## src/rtl/dlc_pkg.sv

```systemverilog
package dlc_pkg;
  localparam int unsigned CODE_W = 6;
  localparam int unsigned LOCK_N = 4;

  typedef enum logic {
    DIR_DN = 1'b0,
    DIR_UP = 1'b1
  } dir_e;
endpackage

```

## src/rtl/dlc_gray_xlat.sv

```systemverilog
module dlc_gray_xlat #(
  parameter int unsigned W = dlc_pkg::CODE_W
) (
  input  logic [W-1:0] bin_i,
  output logic [W-1:0] gray_o,
  input  logic [W-1:0] gray_i,
  output logic [W-1:0] bin_o
);
  // export: adjacent-bit xor
  assign gray_o[W-1] = bin_i[W-1];
  // import: each binary bit is the parity of all Gray bits at or above it
  assign bin_o[W-1]  = gray_i[W-1];

  for (genvar i = 0; i < W - 1; i++) begin : g_bit
    assign gray_o[i] = bin_i[i] ^ bin_i[i+1];
    assign bin_o[i]  = ^gray_i[W-1:i];
  end
endmodule

```

## src/rtl/dlc_code_acc.sv

```systemverilog
module dlc_code_acc #(
  parameter int unsigned W = dlc_pkg::CODE_W
) (
  input  logic         clk,
  input  logic         rst_n,
  input  logic         hold,
  input  logic         step_en,
  input  dlc_pkg::dir_e dir,
  input  logic         load_en,
  input  logic [W-1:0] load_val,
  output logic [W-1:0] code_o,
  output logic         inc_o
);
  localparam logic [W-1:0] CODE_MAX = '1;
  localparam logic [W-1:0] CODE_MIN = '0;
  localparam logic [W-1:0] CODE_MID = {1'b1, {(W-1){1'b0}}};

  logic [W-1:0] code_q;
  logic         inc_q;

  always_ff @(posedge clk) begin
    if (!rst_n) begin
      code_q <= CODE_MID;
      inc_q  <= 1'b0;
    end else begin
      inc_q <= 1'b0;
      if (!hold) begin
        if (load_en) begin
          code_q <= load_val;
        end else if (step_en) begin
          if (dir == dlc_pkg::DIR_UP) begin
            if (code_q != CODE_MAX) begin
              code_q <= code_q + 1'b1;
              inc_q  <= 1'b1;
            end
          end else if (code_q != CODE_MIN) begin
            code_q <= code_q - 1'b1;
          end
        end
      end
    end
  end

  assign code_o = code_q;
  assign inc_o  = inc_q;

  p_step_up_r2: assert property (@(posedge clk) disable iff (!rst_n)
    (step_en && !load_en && !hold && dir == dlc_pkg::DIR_UP && code_q != CODE_MAX)
      |=> (code_q == $past(code_q) + 1'b1 && inc_q));
  p_step_dn_r2: assert property (@(posedge clk) disable iff (!rst_n)
    (step_en && !load_en && !hold && dir == dlc_pkg::DIR_DN && code_q != CODE_MIN)
      |=> (code_q == $past(code_q) - 1'b1 && !inc_q));
  p_sat_hi_r3: assert property (@(posedge clk) disable iff (!rst_n)
    (step_en && !load_en && !hold && dir == dlc_pkg::DIR_UP && code_q == CODE_MAX)
      |=> (code_q == CODE_MAX && !inc_q));
  p_sat_lo_r3: assert property (@(posedge clk) disable iff (!rst_n)
    (step_en && !load_en && !hold && dir == dlc_pkg::DIR_DN && code_q == CODE_MIN)
      |=> (code_q == CODE_MIN));
  p_hold_freeze_r4: assert property (@(posedge clk) disable iff (!rst_n)
    hold |=> ($stable(code_q) && !inc_q));
  p_load_r7: assert property (@(posedge clk) disable iff (!rst_n)
    (load_en && !hold) |=> (code_q == $past(load_val) && !inc_q));
endmodule

```

## src/rtl/dlc_lock_det.sv

```systemverilog
module dlc_lock_det #(
  parameter int unsigned LOCK_N = dlc_pkg::LOCK_N
) (
  input  logic          clk,
  input  logic          rst_n,
  input  logic          step_en,
  input  dlc_pkg::dir_e dir,
  input  logic          clr,
  output logic          lock_o
);
  localparam int unsigned CW = $clog2(LOCK_N + 2);
  localparam logic [CW-1:0] ALT_TOP = CW'(LOCK_N);
  localparam logic [CW-1:0] RUN_TOP = CW'(LOCK_N + 1);

  logic [CW-1:0] alt_q, alt_d;
  logic [CW-1:0] run_q, run_d;
  logic          seen_q;
  dlc_pkg::dir_e last_q;
  logic          lock_q, lock_d;

  always_comb begin
    alt_d  = alt_q;
    run_d  = run_q;
    lock_d = lock_q;
    if (step_en) begin
      if (seen_q && dir != last_q) begin
        alt_d = (alt_q == ALT_TOP) ? alt_q : alt_q + 1'b1;
        run_d = CW'(1);
      end else begin
        alt_d = '0;
        run_d = !seen_q ? CW'(1) : ((run_q == RUN_TOP) ? run_q : run_q + 1'b1);
      end
      if (alt_d == ALT_TOP) lock_d = 1'b1;
      if (run_d == RUN_TOP) lock_d = 1'b0;
    end
  end

  always_ff @(posedge clk) begin
    if (!rst_n || clr) begin
      alt_q  <= '0;
      run_q  <= '0;
      seen_q <= 1'b0;
      last_q <= dlc_pkg::DIR_DN;
      lock_q <= 1'b0;
    end else begin
      alt_q  <= alt_d;
      run_q  <= run_d;
      lock_q <= lock_d;
      if (step_en) begin
        seen_q <= 1'b1;
        last_q <= dir;
      end
    end
  end

  assign lock_o = lock_q;

  p_lock_rise_r9: assert property (@(posedge clk) disable iff (!rst_n)
    $rose(lock_q) |-> ($past(step_en) && !$past(clr) && $past(seen_q) && $past(dir) != $past(last_q)));
  p_lock_fall_r10: assert property (@(posedge clk) disable iff (!rst_n)
    $fell(lock_q) |-> ($past(clr) || ($past(step_en) && $past(dir) == $past(last_q))));
endmodule

```

## src/rtl/dlc_slave_latch.sv

```systemverilog
module dlc_slave_latch #(
  parameter int unsigned W = dlc_pkg::CODE_W
) (
  input  logic         clk,
  input  logic         rst_n,
  input  logic         upd,
  input  logic [W-1:0] code_i,
  output logic [W-1:0] bus_o
);
  logic [W-1:0] bus_q;

  always_ff @(posedge clk) begin
    if (!rst_n)   bus_q <= '0;
    else if (upd) bus_q <= code_i;
  end

  assign bus_o = bus_q;

  p_latch_cap_r5: assert property (@(posedge clk) disable iff (!rst_n)
    upd |=> (bus_q == $past(code_i)));
  p_latch_keep_r5: assert property (@(posedge clk) disable iff (!rst_n)
    !upd |=> $stable(bus_q));
endmodule

```

## src/rtl/dlc_ctrl_top.sv

```systemverilog
module dlc_ctrl_top #(
  parameter int unsigned W      = dlc_pkg::CODE_W,
  parameter int unsigned LOCK_N = dlc_pkg::LOCK_N
) (
  input  logic         clk,
  input  logic         rst_n,
  input  logic         pd_valid,
  input  logic         pd_late,
  output logic         pd_ready,
  input  logic         hold_i,
  input  logic         upd_i,
  input  logic         inc_i,
  input  logic [W-1:0] gray_i,
  output logic [W-1:0] code_o,
  output logic [W-1:0] slave_code_o,
  output logic [W-1:0] gray_o,
  output logic         inc_o,
  output logic         lock_o
);
  logic          load_fire;
  logic          step_fire;
  dlc_pkg::dir_e step_dir;
  logic [W-1:0]  import_bin;
  logic [W-1:0]  code_w;

  // decisions back-pressure while frozen; a load swallows a same-cycle decision
  assign pd_ready  = !hold_i;
  assign load_fire = inc_i && !hold_i;
  assign step_fire = pd_valid && pd_ready && !load_fire;
  assign step_dir  = pd_late ? dlc_pkg::DIR_DN : dlc_pkg::DIR_UP;

  dlc_gray_xlat #(.W(W)) u_xlat (
    .bin_i (code_w),
    .gray_o(gray_o),
    .gray_i(gray_i),
    .bin_o (import_bin)
  );

  dlc_code_acc #(.W(W)) u_acc (
    .clk     (clk),
    .rst_n   (rst_n),
    .hold    (hold_i),
    .step_en (step_fire),
    .dir     (step_dir),
    .load_en (load_fire),
    .load_val(import_bin),
    .code_o  (code_w),
    .inc_o   (inc_o)
  );

  dlc_lock_det #(.LOCK_N(LOCK_N)) u_lock (
    .clk    (clk),
    .rst_n  (rst_n),
    .step_en(step_fire),
    .dir    (step_dir),
    .clr    (load_fire),
    .lock_o (lock_o)
  );

  dlc_slave_latch #(.W(W)) u_slave (
    .clk   (clk),
    .rst_n (rst_n),
    .upd   (upd_i),
    .code_i(code_w),
    .bus_o (slave_code_o)
  );

  assign code_o = code_w;

  p_gray_adj_r6: assert property (@(posedge clk) disable iff (!rst_n)
    !load_fire |=> ($countones(gray_o ^ $past(gray_o)) <= 1));
  p_idle_r11: assert property (@(posedge clk) disable iff (!rst_n)
    (!pd_valid && !load_fire) |=> ($stable(code_w) && $stable(lock_o) && !inc_o));
endmodule

```

## config.mk

```make
export PLATFORM = sky130hd
export DESIGN_NAME = dlc_ctrl_top
export DESIGN_NICKNAME = d
export VERILOG_FILES = /design/src/rtl/dlc_pkg.sv /design/src/rtl/dlc_gray_xlat.sv /design/src/rtl/dlc_code_acc.sv /design/src/rtl/dlc_lock_det.sv /design/src/rtl/dlc_slave_latch.sv /design/src/rtl/dlc_ctrl_top.sv
export SDC_FILE = /design/constraint.sdc
export NUM_CORES = 1
export LEC_CHECK = 0
export CORE_ASPECT_RATIO = 1.5
export CORE_MARGIN = 1
export CORE_UTILIZATION = 50
export DETAILED_ROUTE_END_ITERATION = 12
export PLACE_DENSITY = 0.78
export SYNTH_ARGS = -nofsm -noshare
export SYNTH_HDL_FRONTEND = slang
export SYNTH_HIERARCHICAL = 1
export SYNTH_SLANG_ARGS = --single-unit
```

## constraint.sdc

```tcl
create_clock -name clk -period 2.4 [get_ports clk]
set_input_delay 0.48 -clock clk [delete_from_list [all_inputs] [get_ports clk]]
set_output_delay 0.48 -clock clk [all_outputs]
set_load 0.02 [all_outputs]
```

==> impl_metrics.py <==
metrics = {
    "final_layout": {
        "syn_to_final_growth_pct": 30.0,
        "drive_above_1_share": 0.112,
        "nets": 228,
        "fin_area_mm2": 0.00197,
        "diodes": 0,
    },
    "setup_path": {
        "path_cells": "clkdlybuf4s50_1 -> xor3_2 -> xnor3_1 -> inv_1 -> a21oi_1 -> a21oi_1 -> a211o_1 -> a31oi_1",
        "worst-path-buf-inv": 2,
        "r2r_slack_ps": 570,
        "crit_path_end_kind": "register",
        "path_max_fanout": 3,
        "critical_path.max_stage_delay_ps": 520,
        "worst_ep_required_time_ps": 2590,
        "path_class": "input pin to register",
        "slowest_stage": "clkdlybuf4s50_1",
        "crit_path_frequent_cell": "a21oi_1",
        "crit_family": "XOR/XNOR gates",
        "startpoint_type": "input pin",
        "crit_arrival_ps": 2410,
    },
    "power": {
        "p_leak_nw": 0.809,
        "vdd_ir_drop_max_mv": 0.374,
        "cellPowerDensity_mw_per_mm2": 478,
        "power_w": 0.000941,
    },
    "logic_synthesis": {
        "postSynthAreaPerCell_um2": 9.11,
        "synth_ff_type": "dfxtp_1",
        "synth-edff-count": 0,
        "synth_largest_area_cell": "dfxtp_1",
        "synthesis.area_mm2": 0.00151,
        "synth-seq-area-share": 0.291,
        "async_flop_share": 0,
        "netlist_instances": 166,
        "synth_area_leaders": "dfxtp_1 (29%), ha_1 (6.6%), mux2i_1 (6.0%), xor2_1 (5.2%), a21oi_1 (4.6%)",
        "syn_nets": 188,
        "synth_seq_cells": 22,
        "synth_top_area_share": 0.291,
        "synth_cell_type_count": 51,
        "yosysWarnings": 6,
    },
    "clock_tree": {
        "cts_setup_buffers": 0,
        "cts_buffers": 3,
        "cts.sinks": 22,
        "cts_max_level": 1,
        "cts_root_buf": "clkbuf_8",
        "clkLatencyLatePin_ps": 260,
        "clockBufferDepth": 2,
        "cts_hold_buf": 0,
        "cts_resized": 0,
        "clk_pin_slew_ps": 70,
        "cts_tree": "built",
    },
    "die": {
        "ioPinCount": 34,
        "core.rowCount": 24,
        "core_mm2": 0.00288,
        "start_util": 0.525,
        "die_area_mm2": 0.00325,
        "die_x_um": 46.9,
        "chipHeight_um": 69.4,
    },
    "sta": {
        "slew_viol_final": 0,
        "relSlewSlack": 0.615,
        "hold_viol": 0,
        "max_freq_mhz": 450,
        "clock_skew_ps": 2.97,
        "worst_pin_slew_ps": 574,
        "fin_crit_sh": 0.926,
        "setup_viol": 0,
        "period_needed_ps": 2220,
        "rsz0062_at_grt": "false",
    },
    "flow_run": {
        "maxCapViolations": 0,
    },
    "detailed_routing": {
        "drc_errors": 0,
        "wl_um": 3550,
        "final_antenna_net_count": 0,
        "drt-pass1-iter-count": 4,
        "wire_per_inst_um": 14.5,
        "viasPerCell": 5.75,
        "vias": 1404,
        "first_iter_violations": 38,
    },
    "global_route": {
        "grt_pass1_vias": 1341,
        "grt_pass1_wl_um": 5640,
        "grt_use_total": 0.230,
        "antenna_found_initial": 0,
        "grt_max_degree": 13,
        "overflow": 0,
    },
    "placed_design": {
        "port_buffers": 33,
        "postPlaceCellArea_mm2": 0.00191,
        "dpl.hpwl_um": 2740,
        "place.gp.congestion": 0.844,
    },
    "status": {
        "outcome": "completed",
    },
    "hold_path": {
        "hp-class": "register to register",
    },
}
metal layers:
layer	GRT usage	wire, µm
met5	0	0
met4	0.0952	74
met3	0.0339	155
met2	0.410	1900
met1	0.252	1420
cell usage in the layout (no fill, tap or decap), types with 4 or more instances in the layout:
master and instances:
dfxtp_1 22, xor2_1 9, nand3b_1 4, nor2b_1 7
a21oi_1 14, clkdlybuf4s50_1 33, clkbuf_8 4, mux2i_1 9
nor2_1 10, inv_1 10, buf_4 8, ha_1 8
a31oi_1 5, nand2_1 10
metrics by stage:
stage                      util  cells  hold WS (ps)  setup WS (ps)  setup TNS, ps
after CTS                 0.682    244           510            188              0
after detailed placement  0.663    240           498          -61.1           -127
final                     0.682    244           516            178              0
after global placement    0.663    240           476          -9.57          -9.57
after floorplan               -    166           461            381              0
after global routing      0.682    244           539           60.3              0
final cells by class:
| type | count | area, µm² |
|---|---|---|
| inverters | 10 | 37.5 |
| flip-flops and latches | 22 | 440 |
| repair buffers | 41 | 390 |
| well taps | 39 | 48.8 |
| clock buffers | 4 | 55.1 |
| fillers | 246 | 916 |
| multi-input cells | 128 | 995 |
worst reg2reg max path, delay by kind of cell (launching register included):
family | cells | cell delay, ps
adder cells (fa/ha/maj) | 1 | 520
AO/OA/AOI/OAI | 4 | 610
XOR/XNOR | 1 | 160
flip-flops | 1 | 440
state kept, by name, indices dropped and copies added, names as in the netlist:
name	cells
u_acc/code_o	6
u_slave/bus_o	6
u_lock/seen_q	1
u_lock/run_q	3
u_lock/last_q	1
u_lock/alt_q	3
u_lock/lock_o	1
u_acc/inc_o	1
kinds of logic (layout without fill, tap and decap cells):
kind of cell	Yosys count	after routing	share of synthesized area
AO/OA/AOI/OAI	37	37	0.165
adder cells (fa/ha/maj)	9	9	0.0794
buffers and inverters	16	55	0.0513
flip-flops	22	22	0.291
multiplexers	9	9	0.0596
AND/OR/NAND/NOR	57	57	0.223
XOR/XNOR	16	16	0.130
synthesized netlist by cell type (3+ instances only):
cell type and count:
nor3_1 3, nand2_1 10, nand3_1 3, xnor2_1 3, nor2_1 10, a31oi_1 5
dfxtp_1 22, nor2b_1 7, xor2_1 9, ha_1 8, a21oi_1 14, inv_1 10
nand2b_1 3, nand3b_1 4, mux2i_1 9
final timing paths:
kind	start	to	cells past startpoint
worst max-delay path	gray_i[5]	u_acc/code_o[0]	8
worst min-delay path	u_lock/alt_q[1]	u_lock/alt_q[1]	2
worst max register to register	u_acc/code_o[0]	u_acc/code_o[4]	6
worst min register to register	u_lock/alt_q[1]	u_lock/alt_q[1]	2
power breakdown:
part	switching, W	leakage [nW]	internal (W)
sequential	0.0000255	0.179	0.000378
clock	0.000117	0.0288	0.000146
combinational	0.000129	0.601	0.000145
total	0.000272	0.809	0.000669
Power figures use the tool's default switching activity.
